--- src/rtl/mtr_pkg.sv ---
package mtr_pkg;
    typedef logic [7:0] mtype_t;

    localparam mtype_t MT_UC      = 8'h00;
    localparam mtype_t MT_WC      = 8'h01;
    localparam mtype_t MT_WT      = 8'h04;
    localparam mtype_t MT_WP      = 8'h05;
    localparam mtype_t MT_WB      = 8'h06;
    localparam mtype_t MT_INVALID = 8'hFF;

    localparam int PAGE_BITS    = 12;
    localparam int FIX_REGS     = 11;
    localparam int FIX_ENTRIES  = 88;
    localparam int VAR_SEL_BASE = 16;
    localparam int CTRL_GLOBAL  = 11;
    localparam int CTRL_FIXED   = 10;
    localparam int MASK_ON_BIT  = 11;

    typedef enum logic {ST_EMPTY, ST_FULL} rsp_state_e;

    // precedence rule for two overlapping range types
    function automatic mtype_t mt_merge(input mtype_t a, input mtype_t b);
        if (a == b)                      return a;
        if (a == MT_UC || b == MT_UC)    return MT_UC;
        if ((a == MT_WB && b == MT_WT) || (a == MT_WT && b == MT_WB))
                                         return MT_WT;
        return MT_UC;
    endfunction
endpackage

--- src/rtl/mtr_regfile.sv ---
module mtr_regfile
    import mtr_pkg::*;
#(
    parameter int ADDR_W  = 40,
    parameter int NUM_VAR = 8,
    parameter int SEL_W   = 5,
    localparam int PFN_W  = ADDR_W - PAGE_BITS
) (
    input  logic                         clk,
    input  logic                         rst_n,
    input  logic                         wr_en,
    input  logic [SEL_W-1:0]             wr_sel,
    input  logic [63:0]                  wr_data,
    output mtype_t                       def_type,
    output logic                         glob_en,
    output logic                         fix_en,
    output logic [FIX_REGS-1:0][63:0]    fix_q,
    output logic [NUM_VAR-1:0]           var_on,
    output logic [NUM_VAR-1:0][PFN_W-1:0] var_base,
    output logic [NUM_VAR-1:0][PFN_W-1:0] var_mask,
    output logic [NUM_VAR-1:0][7:0]      var_type
);
    always_ff @(posedge clk or negedge rst_n) begin
        if (!rst_n) begin
            def_type <= MT_UC;
            glob_en  <= 1'b0;
            fix_en   <= 1'b0;
        end else if (wr_en && wr_sel == '0) begin
            def_type <= wr_data[7:0];
            glob_en  <= wr_data[CTRL_GLOBAL];
            fix_en   <= wr_data[CTRL_FIXED];
        end
    end

    for (genvar r = 0; r < FIX_REGS; r++) begin : g_fix
        always_ff @(posedge clk or negedge rst_n) begin
            if (!rst_n)
                fix_q[r] <= '0;
            else if (wr_en && wr_sel == SEL_W'(r + 1))
                fix_q[r] <= wr_data;
        end
    end

    for (genvar i = 0; i < NUM_VAR; i++) begin : g_var
        always_ff @(posedge clk or negedge rst_n) begin
            if (!rst_n) begin
                var_base[i] <= '0;
                var_type[i] <= '0;
            end else if (wr_en && wr_sel == SEL_W'(VAR_SEL_BASE + 2*i)) begin
                var_base[i] <= wr_data[ADDR_W-1:PAGE_BITS];
                var_type[i] <= wr_data[7:0];
            end
        end
        always_ff @(posedge clk or negedge rst_n) begin
            if (!rst_n) begin
                var_mask[i] <= '0;
                var_on[i]   <= 1'b0;
            end else if (wr_en && wr_sel == SEL_W'(VAR_SEL_BASE + 2*i + 1)) begin
                var_mask[i] <= wr_data[ADDR_W-1:PAGE_BITS];
                var_on[i]   <= wr_data[MASK_ON_BIT];
            end
        end
    end

    AST_CTRL_WRITE: assert property (@(posedge clk) disable iff (!rst_n)
        (wr_en && wr_sel == '0) |=> (def_type == $past(wr_data[7:0])));
endmodule

--- src/rtl/mtr_fixed_lookup.sv ---
module mtr_fixed_lookup
    import mtr_pkg::*;
#(
    parameter int ADDR_W = 40
) (
    input  logic [ADDR_W-1:0]          addr,
    input  logic [FIX_REGS-1:0][63:0]  fix_q,
    output logic                       in_window,
    output mtype_t                     fix_type
);
    logic [6:0] entry;

    always_comb begin
        if (!addr[19])
            entry = {4'd0, addr[18:16]};
        else if (!addr[18])
            entry = 7'd8 + {3'd0, addr[17:14]};
        else
            entry = 7'd24 + {1'b0, addr[17:12]};
    end

    assign in_window = (addr[ADDR_W-1:20] == '0);
    assign fix_type  = fix_q[entry[6:3]][{entry[2:0], 3'b000} +: 8];
endmodule

--- src/rtl/mtr_var_match.sv ---
module mtr_var_match
    import mtr_pkg::*;
#(
    parameter int ADDR_W  = 40,
    parameter int NUM_VAR = 8,
    localparam int PFN_W  = ADDR_W - PAGE_BITS
) (
    input  logic                          clk,
    input  logic                          rst_n,
    input  logic [PFN_W-1:0]              pfn,
    input  logic [NUM_VAR-1:0]            var_on,
    input  logic [NUM_VAR-1:0][PFN_W-1:0] var_base,
    input  logic [NUM_VAR-1:0][PFN_W-1:0] var_mask,
    input  logic [NUM_VAR-1:0][7:0]       var_type,
    output logic                          any_hit,
    output mtype_t                        merged
);
    logic [NUM_VAR-1:0] hit;
    logic [NUM_VAR-1:0] uc_hit;

    for (genvar i = 0; i < NUM_VAR; i++) begin : g_cmp
        assign hit[i]    = var_on[i] &&
                           ((pfn & var_mask[i]) == (var_base[i] & var_mask[i]));
        assign uc_hit[i] = hit[i] && (var_type[i] == MT_UC);
    end

    always_comb begin
        merged  = MT_UC;
        any_hit = 1'b0;
        for (int i = 0; i < NUM_VAR; i++) begin
            if (hit[i]) begin
                merged  = any_hit ? mt_merge(merged, var_type[i]) : var_type[i];
                any_hit = 1'b1;
            end
        end
    end

    AST_UC_DOMINATES: assert property (@(posedge clk) disable iff (!rst_n)
        (|uc_hit) |-> (merged == MT_UC));
endmodule

--- src/rtl/memtype_resolver.sv ---
module memtype_resolver
    import mtr_pkg::*;
#(
    parameter int ADDR_W    = 40,
    parameter int NUM_VAR   = 8,
    parameter bit HAS_FIXED = 1'b1,
    localparam int SEL_W    = $clog2(VAR_SEL_BASE + 2*NUM_VAR)
) (
    input  logic              clk,
    input  logic              rst_n,
    input  logic              wr_en,
    input  logic [SEL_W-1:0]  wr_sel,
    input  logic [63:0]       wr_data,
    input  logic              req_valid,
    output logic              req_ready,
    input  logic [ADDR_W-1:0] req_addr,
    output logic              rsp_valid,
    input  logic              rsp_ready,
    output logic [7:0]        rsp_type
);
    localparam int PFN_W = ADDR_W - PAGE_BITS;

    mtype_t                         def_type;
    logic                           glob_en, fix_en;
    logic [FIX_REGS-1:0][63:0]      fix_q;
    logic [NUM_VAR-1:0]             var_on;
    logic [NUM_VAR-1:0][PFN_W-1:0]  var_base, var_mask;
    logic [NUM_VAR-1:0][7:0]        var_type;
    logic                           in_window, any_hit, accept;
    mtype_t                         fix_type, merged, resolved;
    rsp_state_e                     state_q, state_d;

    mtr_regfile #(.ADDR_W(ADDR_W), .NUM_VAR(NUM_VAR), .SEL_W(SEL_W)) u_regs (
        .clk(clk), .rst_n(rst_n), .wr_en(wr_en), .wr_sel(wr_sel),
        .wr_data(wr_data), .def_type(def_type), .glob_en(glob_en),
        .fix_en(fix_en), .fix_q(fix_q), .var_on(var_on),
        .var_base(var_base), .var_mask(var_mask), .var_type(var_type)
    );

    mtr_fixed_lookup #(.ADDR_W(ADDR_W)) u_fixed (
        .addr(req_addr), .fix_q(fix_q),
        .in_window(in_window), .fix_type(fix_type)
    );

    mtr_var_match #(.ADDR_W(ADDR_W), .NUM_VAR(NUM_VAR)) u_var (
        .clk(clk), .rst_n(rst_n), .pfn(req_addr[ADDR_W-1:PAGE_BITS]),
        .var_on(var_on), .var_base(var_base), .var_mask(var_mask),
        .var_type(var_type), .any_hit(any_hit), .merged(merged)
    );

    logic fixed_applies;
    assign fixed_applies = HAS_FIXED && fix_en && in_window;

    always_comb begin
        if (!glob_en)           resolved = MT_INVALID;
        else if (fixed_applies) resolved = fix_type;
        else if (any_hit)       resolved = merged;
        else                    resolved = def_type;
    end

    assign req_ready = (state_q == ST_EMPTY) || rsp_ready;
    assign accept    = req_valid && req_ready;
    assign rsp_valid = (state_q == ST_FULL);

    always_comb begin
        state_d = state_q;
        unique case (state_q)
            ST_EMPTY: if (accept)                 state_d = ST_FULL;
            ST_FULL:  if (rsp_ready && !accept)   state_d = ST_EMPTY;
            default:                              state_d = ST_EMPTY;
        endcase
    end

    always_ff @(posedge clk or negedge rst_n) begin
        if (!rst_n) state_q <= ST_EMPTY;
        else        state_q <= state_d;
    end

    always_ff @(posedge clk or negedge rst_n) begin
        if (!rst_n)      rsp_type <= MT_INVALID;
        else if (accept) rsp_type <= resolved;
    end

    AST_HOLD_STABLE: assert property (@(posedge clk) disable iff (!rst_n)
        (rsp_valid && !rsp_ready) |=> (rsp_valid && $stable(rsp_type)));
    AST_ACCEPT_RESP: assert property (@(posedge clk) disable iff (!rst_n)
        accept |=> rsp_valid);
    AST_NO_READY_WHEN_HELD: assert property (@(posedge clk) disable iff (!rst_n)
        (rsp_valid && !rsp_ready) |-> !req_ready);
    AST_DISABLED_INVALID: assert property (@(posedge clk) disable iff (!rst_n)
        (accept && !glob_en) |=> (rsp_type == MT_INVALID));
    AST_FIXED_PRIORITY: assert property (@(posedge clk) disable iff (!rst_n)
        (accept && glob_en && fixed_applies) |=> (rsp_type == $past(fix_type)));
endmodule

--- config.mk ---
export PLATFORM = sky130hd
export DESIGN_NAME = memtype_resolver
export DESIGN_NICKNAME = d
export VERILOG_FILES = /design/src/rtl/mtr_pkg.sv /design/src/rtl/mtr_regfile.sv /design/src/rtl/mtr_fixed_lookup.sv /design/src/rtl/mtr_var_match.sv /design/src/rtl/memtype_resolver.sv
export SDC_FILE = /design/constraint.sdc
export NUM_CORES = 2
export LEC_CHECK = 0
export ABC_AREA = 1
export BUFFER_PORTS_ARGS = -buffer_cell sky130_fd_sc_hd__buf_4
export CORE_ASPECT_RATIO = 0.8
export CORE_UTILIZATION = 30
export CTS_BUF_LIST = sky130_fd_sc_hd__clkbuf_8
export DETAILED_ROUTE_END_ITERATION = 12
export PLACE_DENSITY = 0.47
export SYNTH_ARGS = -nofsm -noshare
export SYNTH_HDL_FRONTEND = slang
export SYNTH_SLANG_ARGS = --single-unit
--- constraint.sdc ---
create_clock -name clk -period 18.2 [get_ports clk]
set_input_delay 3.64 -clock clk [delete_from_list [all_inputs] [get_ports clk]]
set_output_delay 3.64 -clock clk [all_outputs]
set_load 0.005 [all_outputs]
# == Word-level counts from Yosys, hierarchy flattened ==
# Index checks and enable logic that the tools add are counted.
# word_totals
regBits,1243
latchBits,0
ram_bits,0
romBits,0
input_bits,114
output_inout_bits,10
wordCells,362
mem_count,0
# op_classes
n_addsub,2
mul,0
n_div,0
magnitude_cmp,1
n_eq_ne,70
shifts,1
n_mux,138
bitwise_logic,17
n_reduce_logical,85
# ops
op,n
$mux W8,60
$and A28 B28 Y28,16
$bmux W64 S4,1
$eq A28 B28 Y1,8
$eq A8 B3 Y1 const B,28
$logic_not A8 Y1,14
$eq A5 B5 Y1 const B,16
$mux W1,73
$mux W64,1
$shiftx A64 B7 Y8,1
$eq A8 B8 Y1,7
$logic_and A1 B1 Y1,53
$eq A5 B3 Y1 const B,4
$eq A5 B4 Y1 const B,4
$logic_not A20 Y1,1
$logic_or A1 B1 Y1,15
$mux W7,2
$eq A5 B2 Y1 const B,2
$add A5 B6 Y7 const A,1
$add A4 B4 Y5 const A,1
$eq A5 B1 Y1 const B,1
$logic_not A5 Y1,1
$lt A4 B5 Y1 const B,1
$pmux W1 S2,1
other kinds (2),2

# == Logic depth before layout (Yosys ltp) ==
# depth
ltp_word,98
ltp_mapped,70
ltp_nobuf,69

# == Hierarchy ==
# Synthesis repeated with hierarchy kept, for this count alone.
# hier_totals
hier_cells,9784
hier_area_um2,68748.4
# by_module_without_submodules
mod,n_inst,cells_per_inst,area_each_um2,seq_area_each_um2
mtr_regfile,1,5527,48876.9,30879.6
mtr_fixed_lookup,1,2222,9975.8,0.0
mtr_var_match,1,1918,9170.0,0.0
memtype_resolver,1,117,725.7,235.2

# == Worst setup path after synthesis ==
# No wires, ideal clock.
# synth_path
path_type,input port to flip-flop
startpoint,input port req_addr[36]
endpoint,register rsp_type[5]
setup_time_ps,73
arrival_ps,9070
t_required_ps,18127
slack_ps,9057
stages,66
n_path_buf,1
cell_sequence,clkbuf_2 -> inv_1 -> nand2_1 -> nand3_1 -> nand2_1 -> nor2_2 -> nand2_4 -> nor2_8 -> nand2_8 -> nor2_4 -> nand2_1 -> nand2_1 -> nand2_1 -> nor2_2 -> nand2_4 -> nand2_8 -> nand2_2 -> nand2_1 -> [30 not listed] -> nand2_1 -> nor2_2 -> nand2_2 -> nor2_4 -> nand2_2 -> nand2_2 -> nand2_1 -> nand2_1 -> nand2_1 -> clkinv_1 -> nand2_2 -> nor2_2 -> nand2_2 -> nand2_4 -> nand3_1 -> nand2_1 -> nand2_1 -> a21oi_1
# synth_via
elab_chain_len,91
elab_cells_between_ends,213
cone_classes,29 x eq/ne; 131 x mux; 8 x bitwise; 45 x reduce/logical
# synth_rtl
element,line_no,text
"start, declared",memtype_resolver.sv:16,"input logic [ADDR_W-1:0] req_addr,"
$and A28 B28 Y28,mtr_var_match.sv:23,((pfn & var_mask[i]) == (var_base[i] & var_mask[i]));
$eq A28 B28 Y1,mtr_var_match.sv:23,
$logic_and A1 B1 Y1,mtr_var_match.sv:22,assign hit[i] = var_on[i] &&
$mux W8,mtr_var_match.sv:31,if (hit[i]) begin
$eq A8 B3 Y1,mtr_pkg.sv:25,if ((a == MT_WB && b == MT_WT) || (a == MT_WT && b == MT_WB))
$logic_and A1 B1 Y1,mtr_pkg.sv:25,
$logic_or A1 B1 Y1,mtr_pkg.sv:25,
$mux W1 (2 in a row),mtr_pkg.sv:25,
[74 not listed],n/a,
$mux W8,mtr_pkg.sv:27,return MT_UC;
$mux W8,mtr_pkg.sv:25,
$mux W8,mtr_pkg.sv:24,if (a == MT_UC || b == MT_UC) return MT_UC;
$mux W8,mtr_var_match.sv:32,"merged = any_hit ? mt_merge(merged, var_type[i]) : var_type[i];"
$mux W8,mtr_var_match.sv:31,
$mux W8,memtype_resolver.sv:57,else if (any_hit) resolved = merged;
$mux W8 *,memtype_resolver.sv:56,else if (fixed_applies) resolved = fix_type;
$mux W8 *,memtype_resolver.sv:55,if (!glob_en) resolved = MT_INVALID;
"end signal, assigned",memtype_resolver.sv:81,else if (accept) rsp_type <= resolved;
"end, declared",memtype_resolver.sv:19,output logic [7:0] rsp_type
# Every way passes the cells marked *; elsewhere a longest branch is shown, timed or not. The select of a mux whose other input is x is not followed.
# A chain may end at the register's enable or synchronous reset.

# == Worst setup path after layout ==
# layout_path
startpoint,input port req_addr[19]
endpoint,register rsp_type[5]
# Same word-level chain as after synthesis.

==> flow_summary_export.csv <==
group,metric,value,unit
outcome,status,"finished, final reports clean",
worst_setup_path,cp.required,19.10,ns
grt,antenna_found_initial,15,
grt,grt_max_degree,162,
final_layout,final_common_cell,"nand2_1",
power,p_leak,31.3,nW
worst_setup_path,path_class,"primary input to flip-flop",
run,max_cap_violations,0,
detailed_routing,first_iter_violations,5415,
final_layout,final_util,33.8,%
cts,cts-root-buf,"clkbuf_8",
yosys,syn_area_per_cell,8.04,um2
cts,cts_tree,"yes",
power,pwr_density_cell,114,nW/um2
worst_setup_path,crit_top_cell,"nand2_2",
cts,path_clk_slew,0.06,ns
sta,max_freq,94.4,MHz
cts,cts_buffers,219,
sta,setup_tns,0,ns
yosys,synth_seq_cells,1243,
place,dp_hpwl,133000,um
detailed_routing,routed_wl,221000,um
sta,report.final.slew_viol_count,0,
worst_setup_path,critPathLaunchType,"primary input",
place,portBuffers,111,
sta,tightest_slew,1.27,ns
sta,post-route-min-period,10.60,ns
grt,grt_pass1_wl,330000,um
final_layout,drive_gt1_share,10.1,%
sta,slew_headroom,14.6,%
place,place_ws,6.82,ns
floorplanning,dieArea,203000,um2
detailed_routing,ant_nets,0,
sta,hold_violations,0,
worst_setup_path,endpoint_kind,"flip-flop",
power,p_total,0.00775,W
grt,grt_pass1_vias,49300,
yosys,synth_edf_count,0,
floorplanning,fp-row-count,147,
cts,clockBufferDepth,3,
detailed_routing,wl_per_cell,21.5,um
power,ir_drop,0.0567,mV
detailed_routing,routed_via_density,5.12,
grt,grt_overflow_total,0,
sta,rsz0062_at_grt,"false",
cts,cts.sinks,1243,
final_layout,multi_input_area,25900,um2
floorplanning,die_width,504,um
cts,hold_buffers,0,
cts,clock_latency,1.01,ns
yosys,yosys_warnings,0,
yosys,async_flop_share,100,%
place,place_congestion,0.900,
final_layout,fin_nets,7504,
yosys,syn_inst,7528,
final_layout,layout_common_cells,"nand2_1 (2029), o21ai_0 (1674), dfrtp_1 (1235), inv_1 (426), nor2_1 (338)",
worst_setup_path,critPathArrivalTime,11.50,ns
worst_setup_path,max_stage_delay,0.89,ns
yosys,syn_area,60500,um2
grt,track_usage,21.4,%
cts,cts_setup_buffers,0,
detailed_routing,vias,52600,
sta,min_period_over_period,58.2,%
final_layout,syn2layout_area_growth,12.1,%
cts,cts_resized,0,
floorplanning,core,200000,um2
floorplanning,io_pins,124,
detailed_routing,drc,0,
yosys,syn_nets,7643,
final_layout,regArea,31100,um2
detailed_routing,wl_met2,92100,um
sta,hold_ws,0.476,ns
detailed_routing,wl_met1,111000,um
final_layout,fillers,21400,
floorplanning,fp.dieH,404,um
worst_setup_path,slowest_stage,"nor3_4",
yosys,yosysSeqAreaShare,51.4,%
min_path,hold_class,"flip-flop to flip-flop",
yosys,synthDistinctLibCells,65,
detailed_routing,drt-pass1-iter-count,6,
floorplanning,initial_core_util,30.2,%
sta,finalSetupViolCount,0,
yosys,synth-main-ff-cell,"dfrtp_1",
detailed_routing,highest_layer,"met5",
sta,clock_skew,0.0521,ns
cts,htreeDepth,4,
sta,fin_ws,7.60,ns
worst_setup_path,critical_path.max_fanout,19,
detailed_routing,dr_wl_met3,13200,um
==> synth_stat cells (all sizes together) (36+ instances only) <==
cell type,number,area [um2]
nand3,233,1270
nor4,92,582
inv,354,1350
nor2,363,1490
a221oi,64,561
a21oi,297,1490
nand2,2127,8230
o21a,137,1030
o21ai,1680,8420
o211ai,81,608
nor3,46,241
or2,70,438
clkbuf,524,2070
nand4,43,269
dfrtp,1235,30900
buf,36,274
==> worst max-delay path, delay by kind of cell <==
kind,cells,cell delay (ns)
simple gates,52,6.90
buf+inv,2,0.37
compound gates,3,0.52
==> routing by layer <==
layer,global-route usage [%],vias to the layer above
li1,-,25000
met1,32.7,25800
met2,31.1,1534
met3,3.55,282
met4,4.80,2
met5,0,-
==> where the power goes <==
group / switching [W] / leakage (nW) / internal [W] / total (W)
Clock: 0.00124 / 2.63 / 0.00140 / 0.00265
Sequential: 0.000309 / 16.1 / 0.00328 / 0.00359
Combinational: 0.000976 / 12.6 / 0.000540 / 0.00152
==> worst paths after layout <==
kind                            slack, ns                            start                            end  depth (start not counted)
worst max-delay path                 7.60                     req_addr[19]        rsp_type[5]$_DFFE_PN1P_                         57
worst min-delay path                 0.48    u_regs.fix_q[575]$_DFFE_PN0P_  u_regs.fix_q[575]$_DFFE_PN0P_                          2
worst max register to register      10.20  u_regs.var_base[55]$_DFFE_PN0P_        rsp_type[5]$_DFFE_PN1P_                         56
worst min register to register       0.48    u_regs.fix_q[575]$_DFFE_PN0P_  u_regs.fix_q[575]$_DFFE_PN0P_                          2
max in group asynchronous           12.34                            rst_n   u_regs.fix_q[42]$_DFFE_PN0P_                          4
min in group asynchronous            2.68                            rst_n  u_regs.fix_q[457]$_DFFE_PN0P_                          1
==> area by class of cell <==
type / count / share of cell area, %
timing repair buffer: 200 / 2.32
antenna: 16 / 0.0591
clock buffer: 266 / 5.40
inverter: 363 / 2.06
sequential: 1243 / 45.9
multi-input combinational: 5362 / 38.2
clock inverter: 128 / 1.13
tap: 2682 / 4.95
==> stage by stage <==
stage               area [um2]  std cells
floorplan                60500       7528
global placement         63300       9850
detailed placement       63300       9850
CTS                      67700      10200
global route             67800      10300
finish                   67800      10300
==> sequential cells by signal, summed over array words and instances (netlist names) <==
| signal | cells |
|---|---|
| rsp_type | 8 |
| rsp_valid | 1 |
| u_regs.def_type | 8 |
| u_regs.fix_en | 1 |
| u_regs.fix_q | 704 |
| u_regs.glob_en | 1 |
| u_regs.var_base | 224 |
| u_regs.var_mask | 224 |
| u_regs.var_on | 8 |
| u_regs.var_type | 64 |
==> logic make-up after synthesis <==
group / Yosys count / synth area share [%]
AO/OA/AOI/OAI: 2337 / 21.1
XOR/XNOR: 8 / 0.116
adder cells (fa/ha/maj): 1 / 0.0207
buffers and inverters: 923 / 6.16
flip-flops: 1243 / 51.4
AND/OR/NAND/NOR: 3016 / 21.2
Power figures use the tool's default switching activity.
